`src/rtl/sdram_init_pkg.sv`:
```
package sdram_init_pkg;

  typedef enum logic [2:0] {
    ST_PWRUP = 3'd0,
    ST_PRECH = 3'd1,
    ST_REFR  = 3'd2,
    ST_LMODE = 3'd3,
    ST_READY = 3'd4
  } init_st_t;

  // {cs_n, ras_n, cas_n, we_n}
  localparam logic [3:0] CMD_INHIBIT = 4'b1111;
  localparam logic [3:0] CMD_NOP     = 4'b0111;
  localparam logic [3:0] CMD_PRECH   = 4'b0010;
  localparam logic [3:0] CMD_REFR    = 4'b0001;
  localparam logic [3:0] CMD_LMODE   = 4'b0000;

  localparam int MODE_FIELD_W = 10;

endpackage

```
`src/rtl/sdram_wait_cnt.sv`:
```
module sdram_wait_cnt #(
  parameter int CW      = 8,
  parameter int RST_VAL = 0
) (
  input  logic          clk,
  input  logic          rst,
  input  logic          load_i,
  input  logic [CW-1:0] load_val_i,
  output logic [CW-1:0] cnt_o,
  output logic          zero_o
);

  logic [CW-1:0] cnt_q;

  always_ff @(posedge clk) begin
    if (rst)
      cnt_q <= CW'(RST_VAL);
    else if (load_i)
      cnt_q <= load_val_i;
    else if (cnt_q != '0)
      cnt_q <= cnt_q - 1'b1;
  end

  assign cnt_o  = cnt_q;
  assign zero_o = (cnt_q == '0);

  // an expired wait stays expired until the next reload
  a_r4_cnt_holds_zero: assert property (@(posedge clk) disable iff (rst)
    (!load_i && cnt_q == '0) |=> cnt_q == '0);

endmodule

```
`src/rtl/sdram_mode_word.sv`:
```
module sdram_mode_word #(
  parameter int ADDR_W = 12
) (
  input  logic [2:0]        burst_len_i,
  input  logic              burst_type_i,
  input  logic [2:0]        cas_lat_i,
  input  logic [1:0]        op_mode_i,
  input  logic              wr_burst_i,
  output logic [ADDR_W-1:0] word_o
);
  import sdram_init_pkg::*;

  logic [MODE_FIELD_W-1:0] fields;

  assign fields = {wr_burst_i, op_mode_i, cas_lat_i, burst_type_i, burst_len_i};

  generate
    if (ADDR_W > MODE_FIELD_W) begin : g_pad
      assign word_o = {{(ADDR_W-MODE_FIELD_W){1'b0}}, fields};
    end else begin : g_trunc
      assign word_o = fields[ADDR_W-1:0];
    end
  endgenerate

endmodule

```
`src/rtl/sdram_cmd_drive.sv`:
```
module sdram_cmd_drive #(
  parameter int ADDR_W = 12,
  parameter int BA_W   = 2
) (
  input  logic              clk,
  input  logic              rst,
  input  logic              cke_d,
  input  logic [3:0]        cmd_d,
  input  logic [BA_W-1:0]   ba_d,
  input  logic [ADDR_W-1:0] addr_d,
  input  logic              rdy_d,
  output logic              cke_o,
  output logic [3:0]        cmd_o,
  output logic [BA_W-1:0]   ba_o,
  output logic [ADDR_W-1:0] addr_o,
  output logic              rdy_o
);
  import sdram_init_pkg::*;

  always_ff @(posedge clk) begin
    if (rst) begin
      cke_o  <= 1'b0;
      cmd_o  <= CMD_INHIBIT;
      ba_o   <= '0;
      addr_o <= '0;
      rdy_o  <= 1'b0;
    end else begin
      cke_o  <= cke_d;
      cmd_o  <= cmd_d;
      ba_o   <= ba_d;
      addr_o <= addr_d;
      rdy_o  <= rdy_d;
    end
  end

  // with clock-enable low the chip is never selected
  a_r1_inhibit_while_cke_low: assert property (@(posedge clk) disable iff (rst)
    !cke_o |-> cmd_o[3]);
  // clock-enable never drops once raised
  a_r2_cke_sticky: assert property (@(posedge clk) disable iff (rst)
    cke_o |=> cke_o);
  // precharge always addresses all banks
  a_r3_prech_all_banks: assert property (@(posedge clk) disable iff (rst)
    (cmd_o == CMD_PRECH) |-> addr_o[10]);
  // mode load uses bank zero and clear reserved bits
  a_r6_lmode_bank_zero: assert property (@(posedge clk) disable iff (rst)
    (cmd_o == CMD_LMODE) |-> (ba_o == '0 && addr_o[ADDR_W-1:MODE_FIELD_W] == '0));
  // done is sticky and idle
  a_r7_done_sticky: assert property (@(posedge clk) disable iff (rst)
    rdy_o |=> rdy_o);
  a_r7_done_nop: assert property (@(posedge clk) disable iff (rst)
    rdy_o |-> (cmd_o == CMD_NOP && cke_o));

endmodule

```
`src/rtl/sdram_init_seq.sv`:
```
module sdram_init_seq #(
  parameter int PWRUP_CYC    = 13300,
  parameter int CKE_RISE_CYC = 6650,
  parameter int TRP_CYC      = 3,
  parameter int TRFC_CYC     = 9,
  parameter int TMRD_CYC     = 2,
  parameter int REF_LOOPS    = 2,
  parameter int ADDR_W       = 12,
  parameter int BA_W         = 2
) (
  input  logic              clk,
  input  logic              rst,
  input  logic [2:0]        cfg_burst_len,
  input  logic              cfg_burst_type,
  input  logic [2:0]        cfg_cas_lat,
  input  logic [1:0]        cfg_op_mode,
  input  logic              cfg_wr_burst,
  output logic              sd_cke,
  output logic              sd_cs_n,
  output logic              sd_ras_n,
  output logic              sd_cas_n,
  output logic              sd_we_n,
  output logic [BA_W-1:0]   sd_ba,
  output logic [ADDR_W-1:0] sd_addr,
  output logic              init_done
);
  import sdram_init_pkg::*;

  localparam int MAX_A  = (PWRUP_CYC > TRFC_CYC) ? PWRUP_CYC : TRFC_CYC;
  localparam int MAX_B  = (TRP_CYC > TMRD_CYC) ? TRP_CYC : TMRD_CYC;
  localparam int MAX_T  = (MAX_A > MAX_B) ? MAX_A : MAX_B;
  localparam int CW     = (MAX_T > 2) ? $clog2(MAX_T) : 1;
  localparam int LOOPS  = (REF_LOOPS < 2) ? 2 : REF_LOOPS;
  localparam int LW     = $clog2(LOOPS);

  localparam logic [CW-1:0] PWRUP_V = CW'(PWRUP_CYC - 1);
  localparam logic [CW-1:0] TRP_V   = CW'(TRP_CYC - 1);
  localparam logic [CW-1:0] TRFC_V  = CW'(TRFC_CYC - 1);
  localparam logic [CW-1:0] TMRD_V  = CW'(TMRD_CYC - 1);
  localparam logic [CW-1:0] CKE_AT  = CW'(PWRUP_CYC - 1 - CKE_RISE_CYC);
  localparam logic [LW-1:0] LOOP_LAST = LW'(LOOPS - 1);

  init_st_t        st_q, st_d;
  logic            ent_q;
  logic [LW-1:0]   loop_q;
  logic            load;
  logic [CW-1:0]   load_val;
  logic [CW-1:0]   cnt;
  logic            cnt_zero;
  logic [ADDR_W-1:0] mode_word;

  logic              cke_d, rdy_d;
  logic [3:0]        cmd_d;
  logic [BA_W-1:0]   ba_d;
  logic [ADDR_W-1:0] addr_d;
  logic [3:0]        cmd_q;

  sdram_wait_cnt #(.CW(CW), .RST_VAL(PWRUP_CYC - 1)) u_wait (
    .clk        (clk),
    .rst        (rst),
    .load_i     (load),
    .load_val_i (load_val),
    .cnt_o      (cnt),
    .zero_o     (cnt_zero)
  );

  sdram_mode_word #(.ADDR_W(ADDR_W)) u_mode (
    .burst_len_i  (cfg_burst_len),
    .burst_type_i (cfg_burst_type),
    .cas_lat_i    (cfg_cas_lat),
    .op_mode_i    (cfg_op_mode),
    .wr_burst_i   (cfg_wr_burst),
    .word_o       (mode_word)
  );

  // next state and wait reload
  always_comb begin
    st_d     = st_q;
    load     = 1'b0;
    load_val = '0;
    case (st_q)
      ST_PWRUP: if (cnt_zero) begin
        st_d = ST_PRECH; load = 1'b1; load_val = TRP_V;
      end
      ST_PRECH: if (cnt_zero) begin
        st_d = ST_REFR; load = 1'b1; load_val = TRFC_V;
      end
      ST_REFR: if (cnt_zero) begin
        load = 1'b1;
        if (loop_q == LOOP_LAST) begin
          st_d = ST_LMODE; load_val = TMRD_V;
        end else begin
          st_d = ST_REFR; load_val = TRFC_V;
        end
      end
      ST_LMODE: if (cnt_zero) begin
        st_d = ST_READY; load = 1'b1; load_val = '0;
      end
      default: st_d = ST_READY;
    endcase
  end

  always_ff @(posedge clk) begin
    if (rst) begin
      st_q   <= ST_PWRUP;
      ent_q  <= 1'b1;
      loop_q <= '0;
    end else begin
      st_q  <= st_d;
      ent_q <= load;
      if (st_q == ST_PWRUP)
        loop_q <= '0;
      else if (st_q == ST_REFR && cnt_zero && loop_q != LOOP_LAST)
        loop_q <= loop_q + 1'b1;
    end
  end

  // per-cycle pin values, registered in the drive stage
  always_comb begin
    cke_d  = 1'b1;
    cmd_d  = CMD_NOP;
    ba_d   = '0;
    addr_d = '0;
    rdy_d  = 1'b0;
    case (st_q)
      ST_PWRUP: begin
        cke_d = (cnt <= CKE_AT);
        cmd_d = cke_d ? CMD_NOP : CMD_INHIBIT;
      end
      ST_PRECH: if (ent_q) begin
        cmd_d      = CMD_PRECH;
        addr_d[10] = 1'b1;
      end
      ST_REFR: if (ent_q) cmd_d = CMD_REFR;
      ST_LMODE: if (ent_q) begin
        cmd_d  = CMD_LMODE;
        addr_d = mode_word;
      end
      default: rdy_d = 1'b1;
    endcase
  end

  sdram_cmd_drive #(.ADDR_W(ADDR_W), .BA_W(BA_W)) u_drive (
    .clk    (clk),
    .rst    (rst),
    .cke_d  (cke_d),
    .cmd_d  (cmd_d),
    .ba_d   (ba_d),
    .addr_d (addr_d),
    .rdy_d  (rdy_d),
    .cke_o  (sd_cke),
    .cmd_o  (cmd_q),
    .ba_o   (sd_ba),
    .addr_o (sd_addr),
    .rdy_o  (init_done)
  );

  assign {sd_cs_n, sd_ras_n, sd_cas_n, sd_we_n} = cmd_q;

  // the refresh loop index never passes the last loop
  a_r5_loop_in_range: assert property (@(posedge clk) disable iff (rst)
    loop_q <= LOOP_LAST);
  // the sequencer never leaves done without a reset
  a_r8_done_until_reset: assert property (@(posedge clk) disable iff (rst)
    (st_q == ST_READY) |=> (st_q == ST_READY));

endmodule

```
`config.mk`:
```
export PLATFORM = sky130hd
export DESIGN_NAME = sdram_init_seq
export DESIGN_NICKNAME = d
export VERILOG_FILES = /design/src/rtl/sdram_init_pkg.sv /design/src/rtl/sdram_wait_cnt.sv /design/src/rtl/sdram_mode_word.sv /design/src/rtl/sdram_cmd_drive.sv /design/src/rtl/sdram_init_seq.sv
export SDC_FILE = /design/constraint.sdc
export NUM_CORES = 1
export LEC_CHECK = 0
export ABC_CLOCK_PERIOD_IN_PS = 5500
export BUFFER_PORTS_ARGS = -buffer_cell sky130_fd_sc_hd__buf_2
export CAP_MARGIN = 20
export CORE_ASPECT_RATIO = 0.75
export CORE_MARGIN = 10
export CORE_UTILIZATION = 25
export DETAILED_ROUTE_END_ITERATION = 12
export HOLD_SLACK_MARGIN = 0.05
export PLACE_DENSITY = 0.53
export SETUP_SLACK_MARGIN = 0.3
export SLEW_MARGIN = 10
export SYNTH_ARGS = -nofsm -noshare
export SYNTH_HDL_FRONTEND = slang
export SYNTH_SLANG_ARGS = --single-unit
```
`constraint.sdc`:
```
create_clock -name clk -period 5.5 [get_ports clk]
set_clock_uncertainty 0.15 [all_clocks]
set_input_delay 0.825 -clock clk [delete_from_list [all_inputs] [get_ports clk]]
set_output_delay 0.825 -clock clk [all_outputs]
set_load 0.01 [all_outputs]
```
Word-level counts from Yosys, hierarchy flattened
Cells that the tools add are included.
Word-level totals
  bits of input ports: 12
  flip-flop bits (word level): 37
  output and inout port bits: 20
  word-level logic and storage cells: 58
Cells by class
  multiplexer cells: 24
  bitwise operators: 3
  reduce and logical (&&, ||, !) cells: 11
  order comparisons: 1
  $add $sub $neg: 2
  equal/unequal tests: 7
Operators by type and width (count)
  two-way mux 14 bit: 2
  two-way mux 3 bit: 7
  two-way mux 4 bit: 4
  one-hot mux 4 bit (4 select lines): 1
  <= comparator 14 x 13 -> 1 bit, second input constant: 1
  logical NOT 14 bit: 1
  nonzero test 14 bit: 1
  subtractor 14 x 1 -> 14 bit, second input constant: 1
  one-hot mux 3 bit (4 select lines): 1
  one-hot mux 4 bit (3 select lines): 1
  != test 2 bit, second input constant: 4
  equality test 3 x 2 -> 1 bit, second input constant: 2
  two-way mux 1 bit: 6
  AND reduction 4 bit: 1
  OR reduction 2 bit: 2
  OR reduction 4 bit: 1
  equality test 3 x 1 -> 1 bit, second input constant: 1
  logical NOT 3 bit: 1
  inverter 1 bit: 3
  OR reduction 3 bit: 1
  logical AND 1 bit: 2
  two-way mux 2 bit: 1
  one-hot mux 1 bit (2 select lines): 1
  nonzero test 2 bit: 1
  adder 1 bit, second input constant: 1

Depth between registers and ports, before layout
Gate-level depths: netlist of run 1.
  depth after elaboration: 4
  mapped depth: 7
  depth with buffers taken out: 6

Cells and area by module
From an unflattened synthesis of run 1, not the netlist that was laid out.
Unflattened totals
  cell total of the unflattened synthesis: 208
  area total of the unflattened synthesis: 1854.3 um2
Modules (own cells, without submodules)
  sdram_wait_cnt: instances 1, cells an instance 94, area each 785.8 um2, seq. area each 280.3 um2
  sdram_cmd_drive: instances 1, cells an instance 42, area each 541.8 um2, seq. area each 400.4 um2
  sdram_init_seq: instances 1, cells an instance 59, area each 432.9 um2, seq. area each 100.1 um2
  sdram_mode_word: instances 1, cells an instance 13, area each 93.8 um2, seq. area each 0.0 um2

Least setup slack after synthesis of run 1
No wires, ideal clock.
  kind: reg2reg
  start point: reg u_wait.cnt_q[0] (netlist: u_wait.cnt_o[0])
  end point: reg u_wait.cnt_q[10] (netlist: u_wait.cnt_o[10])
  stages on the path, launching flop included: 8
  setup slack: 3.552 ns
  data required time: 5.229 ns
  buffers on the path: 1
  period minus slack after synthesis: 1.948 ns
  data arrival time: 1.677 ns
  setup time: 0.121 ns
  path through: dfxtp_1 inv_1 ha_1 nor3b_1 and4_1 buf_4 nor4_2 mux2_4
Between the ends
  longest elaborated chain between the ends: 4
  elaborated cells on any way between the ends: 8
  classes of those cells: 1 x add/sub; 4 x mux; 3 x reduce/logical
RTL lines
  start: declaration: line sdram_wait_cnt.sv:13  | logic [CW-1:0] cnt_q;
  start signal: assignment: line sdram_wait_cnt.sv:17  | cnt_q <= CW'(RST_VAL);
  start signal: assignment: line sdram_wait_cnt.sv:19  | cnt_q <= load_val_i;
  start signal: assignment: line sdram_wait_cnt.sv:21  | cnt_q <= cnt_q - 1'b1;
  parallel branches: the longest is 4 deep, another holds subtractor 14 x 1 -> 14 bit
Parallel ways; which one is timed is not known. The select of a mux whose other input is x is not followed.
A chain may end at the register's enable or synchronous reset.

Final worst setup path of run 1
Ends and elaborated chain as after synthesis.

==> results.sh, run 1 <==
export IMPL_drc=0
export IMPL_synth_area_leaders="dfxtp_1 47%, and2_1 4.5%, nor2_1 2.7%, a21oi_1 2.6%, ha_1 2.5%"
export IMPL_nets=201
export IMPL_ys_async_sr_fraction_pct=0
export IMPL_ios=32
export IMPL_crit_required_ns=5.53
export IMPL_first_iter_violations=74
export IMPL_start_util_pct=26.0
export IMPL_reg2reg_from="u_wait.cnt_o[0]$_SDFFE_PP1P_"
export IMPL_cap_violations=0
export IMPL_area_delta_synth_final_pct=19.7
export IMPL_post_cts_buffers=0
export IMPL_tns_ns=0
export IMPL_synth_warnings=0
export IMPL_worstHoldEndpoint="u_drive.cmd_o[1]$_SDFF_PP1_"
export IMPL_period_needed_ns=2.10
export IMPL_maxSlewViolCount=0
export IMPL_cts_buffers=5
export IMPL_cts_sinks=36
export IMPL_ys_types=49
export IMPL_cts_max_level=2
export IMPL_portBuffers=28
export IMPL_num_rows=24
export IMPL_drive_above_1_share_pct=24.6
export IMPL_cts_root_buf="clkbuf_8"
export IMPL_hp_class="register to register"
export IMPL_yosysTopAreaCell="dfxtp_1"
export IMPL_synth_edf_count=0
export IMPL_cts_resized=0
export IMPL_synth_seq_cells=36
export IMPL_start_kind="register"
export IMPL_critPathMaxFanout=6
export IMPL_reg2reg_slack_ns=3.40
export IMPL_setup_viol=0
export IMPL_yosysSeqAreaShare_pct=47.3
export IMPL_place_hpwl_mm=2.52
export IMPL_syn_inst=157
export IMPL_critPathKind="register to register"
export IMPL_hold_depth=1
export IMPL_grt_pass1_wl_mm=5.71
export IMPL_dr_total_vias=1190
export IMPL_r2r_cells=6
export IMPL_power_leakage_nw=0.711
export IMPL_insertion_delay_ns=0.29
export IMPL_hold_viol=0
export IMPL_rsz0062_at_grt="no"
export IMPL_yosys_most_used_dff="dfxtp_1"
export IMPL_cp_arrival_ns=2.14
export IMPL_avgSynthCellArea_um2=9.71
export IMPL_viasPerCell=4.49
export IMPL_power_density_nw_per_um2=283
export IMPL_synthesis_area_um2=1520
export IMPL_grt_pass1_vias=1145
export IMPL_dieArea_um2=9650
export IMPL_ant_nets=0
export IMPL_clockBufferDepth=2
export IMPL_layout_setup_ws_ns=3.40
export IMPL_peakVddDrop_uv=84.9
export IMPL_overflow=0
export IMPL_dp_slack_ns=3.28
export IMPL_firstDrtPassIters=4
export IMPL_antenna_found_initial=0
export IMPL_final_common_cell="dfxtp_1"
export IMPL_n_antenna_cell=0
export IMPL_wl_mm=3.41
export IMPL_die_h_um=87.6
export IMPL_wl_per_cell_um=12.9
export IMPL_grt_max_degree=16
export IMPL_power_mw=0.517
export IMPL_gp_congestion=0.767
export IMPL_core_area_um2=5860
export IMPL_die_w_um=110
export IMPL_rr_endpoint="u_wait.cnt_o[10]$_SDFFE_PP0P_"
export IMPL_yosysTopAreaCellShare_pct=47.3
export IMPL_cts_tree="yes"
export IMPL_layout_common_cells="36 x dfxtp_1, 28 x buf_2, 11 x nor2_1, 11 x and2_1"
export IMPL_worstHoldStart="ent_q$_SDFF_PP1_"
export IMPL_finalCritPeriodShare_pct=38.3
export IMPL_fmaxAchievable_mhz=475
export IMPL_crit_path_end_kind="register"
export IMPL_holdBufCountCts=0
export IMPL_grt_usage_pct=7.56
export IMPL_status="finished, final reports clean"
export IMPL_clkTransAtPathRegs_ns=0.07
[metrics by stage]
stage	hold slack, ns	std cells	util, %	instance area [µm²]
CTS	0.318	265	31.2	1820
detailed placement	0.296	257	29.3	1720
floorplan	0.269	159	-	1530
global route	0.358	265	31.2	1820
finish	0.311	265	31.2	1820
global placement	0.279	257	29.3	1720
[cell families (layout without fill, tap and decap cells)]
kind of cell             count (synthesis)  count (layout)  synth area share, %
adder cells (fa/ha/maj)                  3               3                 2.46
flip-flops                              36              36                 47.3
other                                    1               3                0.246
XOR/XNOR                                 1               1                0.575
AND/OR/NAND/NOR                         68              68                 28.1
multiplexers                             4               4                 3.04
AO/OA/AOI/OAI                           30              30                 13.4
buffers and inverters                   14              42                 4.93
[how the worst max path moves through the flow]
stage,start,end,depth (start not counted)
final,u_wait.cnt_o[0]$_SDFFE_PP1P_,u_wait.cnt_o[10]$_SDFFE_PP0P_,6
after global routing,u_wait.cnt_o[0]$_SDFFE_PP1P_,u_wait.cnt_o[10]$_SDFFE_PP0P_,6
after CTS,u_wait.cnt_o[0]$_SDFFE_PP1P_,u_wait.cnt_o[10]$_SDFFE_PP0P_,6
after detailed placement,rst,u_drive.addr_o[8]$_SDFF_PP0_,5
after global placement,rst,u_drive.addr_o[2]$_SDFF_PP0_,5
after floorplan,u_wait.cnt_o[0]$_SDFFE_PP1P_,u_wait.cnt_o[10]$_SDFFE_PP0P_,7
[state kept, by name, summed over array words and instances (netlist names)]
signal	cells
ent_q	1
u_drive.cke_o	1
u_drive.addr_o	11
st_q	3
u_drive.cmd_o	4
loop_q	1
u_wait.cnt_o	14
u_drive.rdy_o	1
[power breakdown]
| part | leakage [nW] | internal (mW) | total (mW) | switching [mW] |
|---|---|---|---|---|
| Clock | 0.0552 | 0.134 | 0.229 | 0.0943 |
| Sequential | 0.292 | 0.264 | 0.268 | 0.00453 |
| Combinational | 0.364 | 0.00877 | 0.0198 | 0.0110 |
| Total | 0.711 | 0.407 | 0.517 | 0.110 |
[cell usage after synthesis, drive strengths merged, types with 2 or more instances]
| cell type | instances |
|---|---|
| buf | 5 |
| nor4 | 4 |
| mux2i | 2 |
| o31ai | 3 |
| o21ai | 6 |
| nor2 | 11 |
| nand4 | 4 |
| nor2b | 3 |
| or3 | 4 |
| or4 | 2 |
| clkbuf | 3 |
| mux2 | 2 |
| nand2 | 8 |
| a31o | 2 |
| dfxtp | 36 |
| a31oi | 3 |
| nor3 | 6 |
| a21oi | 8 |
| nand3 | 7 |
| inv | 6 |
| ha | 3 |
| and2 | 11 |
[layer usage]
| layer | GRT usage, % | routed length, µm | vias up |
|---|---|---|---|
| li1 | - | - | 614 |
| met1 | 10.6 | 1700 | 543 |
| met2 | 9.40 | 1410 | 23 |
| met3 | 2.64 | 201 | 10 |
| met4 | 4.89 | 92 | 0 |
| met5 | 0 | 0 | - |
[layout make-up]
cell class | instances | area (µm²)
repair buffers | 28 | 140
flip-flops and latches | 36 | 721
well taps | 78 | 97.6
clock inverters | 2 | 35.0
multi-input cells | 109 | 736
clock buffers | 6 | 72.6
fillers | 613 | 4030
inverters | 6 | 22.5
[worst max-delay path, stage by stage, from the launching register on]
cell and delay (ns):
dfxtp_1 0.42, inv_1 0.11, ha_1 0.24, nor3b_1 0.17, and4_1 0.30, nor4_2 0.28
mux2_4 0.32
Note: power is estimated with default switching activity, not from simulation.
==> run 2, diff against run 1 <==
- ABC_AREA: default -> 1
- ABC_CLOCK_PERIOD_IN_PS: 5500 -> 2000
- clock period: 5.5 -> 2 ns (I/O delays scaled with it)
==> run 2 against run 1 <==
First-iteration DRC count decreased by 45%. Synthesized area increased by 5.2%. Highest routed layer unchanged. Via count increased by 15%. Die area increased by 4.1%. Count of clock-buffer cells in the layout decreased by 1. Non-clock buffer count increased by 1. Critical path type unchanged. Maximum frequency increased by 32%.
==> results.sh, run 2 <==
export IMPL_grt_max_degree=29
export IMPL_dr_total_vias=1373
export IMPL_critPathKind="register to register"
export IMPL_setup_viol=0
export IMPL_area_delta_synth_final_pct=20.9
export IMPL_cts_sinks=36
export IMPL_rsz0062_at_grt="yes"
export IMPL_worstPathCellList="inv_2 -> ha_1 -> nand2_1 -> nor2_4 -> nand2_8 -> or2_1 -> a21oi_2"
export IMPL_ys_types=26
export IMPL_core_area_um2=6260
export IMPL_finalCritPeriodShare_pct=79.5
export IMPL_critical_path_buf_inv_count=1
export IMPL_hp_class="input port to register"
export IMPL_drc=0
export IMPL_yosysTopAreaCell="dfxtp_1"
export IMPL_antenna_found_initial=0
export IMPL_fmaxAchievable_mhz=629
export IMPL_status="finished, final reports clean"
export IMPL_cp_arrival_ns=1.66
export IMPL_crit_required_ns=2.07
export IMPL_overflow=0
export IMPL_die_w_um=112
export IMPL_ys_async_sr_fraction_pct=0
export IMPL_grt_usage_pct=6.92
export IMPL_peakVddDrop_uv=295
export IMPL_n_antenna_cell=0
export IMPL_num_fill_cells=683
export IMPL_crit_path_end_kind="register"
export IMPL_num_rows=25
export IMPL_synthesis_area_um2=1600
export IMPL_synth_seq_cells=36
export IMPL_maxSlewViolCount=0
export IMPL_cts_root_buf="clkbuf_8"
export IMPL_yosysSeqAreaShare_pct=45.0
export IMPL_ant_nets=0
export IMPL_cts_max_level=2
export IMPL_p_switching_mw=0.320
export IMPL_seqPwrFrac_pct=51.0
export IMPL_synth_warnings=0
export IMPL_comb_power_share_pct=4.4
export IMPL_critPathMaxFanout=28
export IMPL_cts_buffers=5
export IMPL_start_kind="register"
export IMPL_cts_tree="yes"
export IMPL_die_h_um=89.3
export IMPL_final_common_cell="inv_1"
export IMPL_swShare_pct=22.2
export IMPL_cp_top_family="simple AND/OR/NAND/NOR gates"
export IMPL_yosys_most_used_dff="dfxtp_1"
export IMPL_start_util_pct=25.6
export IMPL_cap_violations=0
export IMPL_hold_viol=0
export IMPL_clkTransAtPathRegs_ns=0.08
export IMPL_busiest_layer="met2"
export IMPL_met1_usage_pct=8.78
export IMPL_p_int_mw=1.12
export IMPL_grt_met2_usage_pct=10.8
export IMPL_largest_reg_flops=14
export IMPL_p_clk_share_pct=44.6
export IMPL_cp_slowest_stage_delay_ns=0.34
export IMPL_grt_pass1_wl_mm=5.82
export IMPL_grt_pass1_vias=1292
export IMPL_multi_input_area_um2=698
export IMPL_gp_congestion=0.783
export IMPL_synth_area_leaders="dfxtp_1 45%, inv_1 9.6%, nand2_1 8.4%, nand3_1 8.4%, nor2_1 7.5%"
export IMPL_insertion_delay_ns=0.29
export IMPL_firstDrtPassIters=4
export IMPL_power_leakage_nw=0.943
export IMPL_seq_area_um2=722
export IMPL_wl_per_cell_um=10.4
export IMPL_ios=32
export IMPL_stdcell_count=334
export IMPL_clockBufferDepth=2
export IMPL_place_hpwl_mm=2.63
export IMPL_syn_inst=220
export IMPL_period_needed_ns=1.59
export IMPL_cp_slowest_cell="dfxtp_1"
export IMPL_dieArea_um2=10000
export IMPL_viasPerCell=4.11
export IMPL_power_density_nw_per_um2=742
export IMPL_layout_common_cells="40 x inv_1, 36 x nand2_1, 35 x dfxtp_1, 31 x nor2_1, 28 x buf_2"
export IMPL_synth_edf_count=0
export IMPL_tns_ns=0
export IMPL_avgSynthCellArea_um2=7.29
export IMPL_yosysTopAreaCellShare_pct=45.0
export IMPL_first_iter_violations=41
export IMPL_place_inst=326
export IMPL_drive_above_1_share_pct=20.6
export IMPL_yosysMostFrequentCell="inv_1"
export IMPL_synth_common_cells="41 x inv_1, 36 x dfxtp_1, 36 x nand2_1, 32 x nor2_1, 27 x nand3_1"
export IMPL_wl_mm=3.49
export IMPL_portBuffers=28
export IMPL_grtUsageMet3_pct=2.21
export IMPL_nets=267
==> run 2: cell types whose count changed in the layout (fill, tap and decap cells not counted), sizes merged, moves of 5 or more <==
cell	delta
nand2	+30
and2	-10
inv	+35
nor2	+29
nor3	-5
nand3	+21
==> run 2: repair_timing <==
| item | in CTS | in global routing |
|---|---|---|
| setup endpoints to repair | 0 | 11 |
| hold buffers | 0 | 0 |
| gates resized for setup | 0 | 4 |
| buffers inserted | 0 | 0 |
==> run 2: layer usage <==
metal / wire (µm) / share of wire [%]
met4: 29 / 0.83
met2: 1610 / 46
met1: 1770 / 51
met3: 76 / 2.2
met5: 0 / 0
==> run 2: layout make-up <==
type | instances | share of cell area (%)
clock buffer | 5 | 3.55
tap | 81 | 5.23
timing repair buffer | 29 | 7.62
inverter | 42 | 8.13
clock inverter | 3 | 2.19
multi-input combinational | 138 | 36.0
sequential | 36 | 37.2
==> run 2: logic make-up after synthesis <==
kind of cell,Yosys count,synth area share (%)
fa+ha+maj,3,2.34
flops,36,45.0
compound gates,14,5.07
simple gates,118,34.7
other cells,1,0.234
buf+inv,48,12.6
==> run 2: final timing paths <==
kind / startpoint / end / slack (ns) / depth (start not counted)
worst min register to register: ent_q$_SDFF_PP1_ / u_drive.cmd_o[1]$_SDFF_PP1_ / 0.29 / 1
worst max-delay path: u_wait.cnt_o[0]$_SDFFE_PP1P_ / loop_q$_SDFFE_PP0P_ / 0.41 / 7
worst min-delay path: cfg_cas_lat[0] / u_drive.addr_o[4]$_SDFF_PP0_ / 0.07 / 3
worst max register to register: u_wait.cnt_o[0]$_SDFFE_PP1P_ / loop_q$_SDFFE_PP0P_ / 0.41 / 7
==> run 2: tightest hold or removal path, cell delays in order <==
cell,delay (ns)
buf_2,0.09
inv_1,0.04
nor2_1,0.03
==> run 2: per-stage QoR <==
stage | cell area, µm² | utilization (%) | hold WS (ns) | total power, mW | worst slack (ns)
after global routing | 1940 | 31.0 | 0.0727 | 1.50 | 0.295
final | 1940 | 31.0 | 0.0652 | 1.44 | 0.411
after global placement | 1810 | 29.0 | 0.273 | 0.813 | 0.432
after CTS | 1930 | 30.8 | 0.0613 | 1.45 | 0.322
after floorplan | 1610 | - | 0.219 | 0.795 | 0.569
after detailed placement | 1810 | 29.0 | 0.270 | 0.812 | 0.389
==> run 2: power by group through the flow <==
stage                     sequential [mW]  combinational (mW)  clock (mW)
after global placement              0.750              0.0628           0
after detailed placement            0.750              0.0621           0
after floorplan                     0.748              0.0463           0
after CTS                           0.733              0.0626       0.655
final                               0.734              0.0628       0.642
after global routing                0.735              0.0758       0.684
==> run 3, diff against run 2 <==
- ABC_CLOCK_PERIOD_IN_PS: 2000 -> 1610
- clock period: 2 -> 1.61 ns (I/O delays scaled with it)
==> run 3 against run 2 <==
First-iteration DRC count up 32%. Highest routed layer unchanged. Register-to-register slack got worse by 0.26 ns. Routed wire length rose by 21%. Sequential power is 24% higher. Via count up 10%. Total power up 19%. Die area stayed put. Largest cell class is now multi-input gates.
==> results.sh, run 3 (same netlist as run 2, synthesis figures left out) <==
export IMPL_die_w_um=112
export IMPL_rr_endpoint="loop_q$_SDFFE_PP0P_"
export IMPL_cts_buffers=5
export IMPL_worstHoldStart="rst"
export IMPL_crit_required_ns=1.68
export IMPL_critPathLaunch="u_wait.cnt_o[1]$_SDFFE_PP1P_"
export IMPL_dieArea_um2=10000
export IMPL_status="finished, final reports clean"
export IMPL_first_iter_violations=54
export IMPL_reg2reg_slack_ns=0.15
export IMPL_place_hpwl_mm=2.74
export IMPL_r2r_cells=8
export IMPL_reg2reg_from="u_wait.cnt_o[1]$_SDFFE_PP1P_"
export IMPL_drc=0
export IMPL_nets=298
export IMPL_grt_pass1_wl_mm=6.91
export IMPL_core_area_um2=6260
export IMPL_gp_congestion=0.807
export IMPL_dr_total_vias=1512
export IMPL_period_needed_ns=1.46
export IMPL_crit_path_end_kind="register"
export IMPL_cp_slowest_stage_delay_ns=0.34
export IMPL_fin_util_pct=37.8
export IMPL_clkTransAtPathRegs_ns=0.08
export IMPL_hold_viol=0
export IMPL_final_common_cell="inv_1"
export IMPL_overflow=0
export IMPL_wl_mm=4.22
export IMPL_hold_depth=2
export IMPL_critPathKind="register to register"
export IMPL_num_rows=25
export IMPL_seq_area_um2=738
export IMPL_hp_class="input port to register"
export IMPL_critPathMaxFanout=7
export IMPL_num_fill_cells=639
export IMPL_cp_slowest_cell="dfxtp_2"
export IMPL_critical_path_buf_inv_count=2
export IMPL_setup_viol=0
export IMPL_peakVddDrop_uv=306
export IMPL_cap_violations=0
export IMPL_power_density_nw_per_um2=722
export IMPL_cts_tree="yes"
export IMPL_worstHoldEndpoint="u_wait.cnt_o[2]$_SDFFE_PP0P_"
export IMPL_antenna_found_initial=0
export IMPL_largest_reg_flops=14
export IMPL_multi_input_area_um2=886
export IMPL_grt_max_degree=12
export IMPL_power_mw=1.71
export IMPL_drive_above_1_share_pct=38.4
export IMPL_firstDrtPassIters=4
export IMPL_viasPerCell=4.14
export IMPL_insertion_delay_ns=0.29
export IMPL_fmaxAchievable_mhz=686
export IMPL_power_leakage_nw=1.12
export IMPL_start_kind="register"
export IMPL_wl_per_cell_um=11.6
export IMPL_rsz0062_at_grt="yes"
export IMPL_n_antenna_cell=0
export IMPL_ios=32
export IMPL_finalCritPeriodShare_pct=90.6
export IMPL_maxSlewViolCount=0
export IMPL_cts_sinks=36
export IMPL_cts_root_buf="clkbuf_8"
export IMPL_cp_top_family="simple AND/OR/NAND/NOR gates"
export IMPL_tns_ns=0
export IMPL_die_h_um=89.3
export IMPL_cp_arrival_ns=1.53
export IMPL_start_util_pct=25.6
export IMPL_portBuffers=28
export IMPL_cts_max_level=2
export IMPL_clockBufferDepth=2
export IMPL_hold_ws_ns=0.0952
export IMPL_area_delta_synth_final_pct=47.7
export IMPL_grt_usage_pct=8.35
export IMPL_grt_pass1_vias=1430
export IMPL_worstPathCellList="inv_2 -> ha_4 -> nand2_4 -> nor2_4 -> buf_6 -> nand2_8 -> or2_1 -> a21oi_2"
export IMPL_layout_common_cells="37 x inv_1, 29 x nand2_1, 28 x buf_2, 26 x dfxtp_1, 24 x nor2_1"
export IMPL_ant_nets=0
[run 3: repair_timing]
item | CTS | global route
gates resized for setup | 28 | 19
hold buffers | 10 | 0
endpoints found under the hold margin | 10 | 0
setup endpoints to repair | 32 | 33
cloned | 4 | 0
buffers inserted | 10 | 4
pin swaps | 9 | 3
[run 3: worst max path at each step]
stage / end / slack [ns] / depth (start not counted)
CTS: u_drive.cke_o$_SDFF_PP0_ / 0.18 / 10
detailed placement: loop_q$_SDFFE_PP0P_ / 0.08 / 6
global placement: u_wait.cnt_o[0]$_SDFFE_PP1P_ / 0.08 / 7
global route: u_drive.cke_o$_SDFF_PP0_ / 0.06 / 10
finish: loop_q$_SDFFE_PP0P_ / 0.15 / 8
floorplan: u_wait.cnt_o[0]$_SDFFE_PP1P_ / 0.26 / 8
[run 3: per-stage QoR]
step	instance area, µm²	setup WS (ns)	cells
final	2370	0.152	365
after global routing	2370	0.0591	365
after CTS	2290	0.178	361
after detailed placement	1880	0.0793	329
after global placement	1880	0.0788	329
after floorplan	1660	0.257	222
[run 3: area by class of cell]
type / count / area share, %
Tap cell: 81 / 4.28
Inverter: 42 / 6.87
Multi-Input combinational cell: 142 / 37.4
Sequential cell: 36 / 31.2
Clock inverter: 2 / 0.423
Clock buffer: 6 / 3.49
Timing Repair Buffer: 56 / 16.3
[run 3: layer usage]
metal / routed length (µm) / global-route usage [%]
met5: 0 / 0
met4: 39 / 3.33
met3: 111 / 1.81
met2: 2100 / 13.8
met1: 1970 / 10.4
[run 3: report_power, final]
| group | total, mW | internal [mW] | leakage (nW) | switching [mW] |
|---|---|---|---|---|
| logic | 0.130 | 0.0623 | 0.783 | 0.0676 |
| registers | 0.912 | 0.899 | 0.290 | 0.0129 |
| clock network | 0.666 | 0.342 | 0.0510 | 0.325 |
| total | 1.71 | 1.30 | 1.12 | 0.405 |
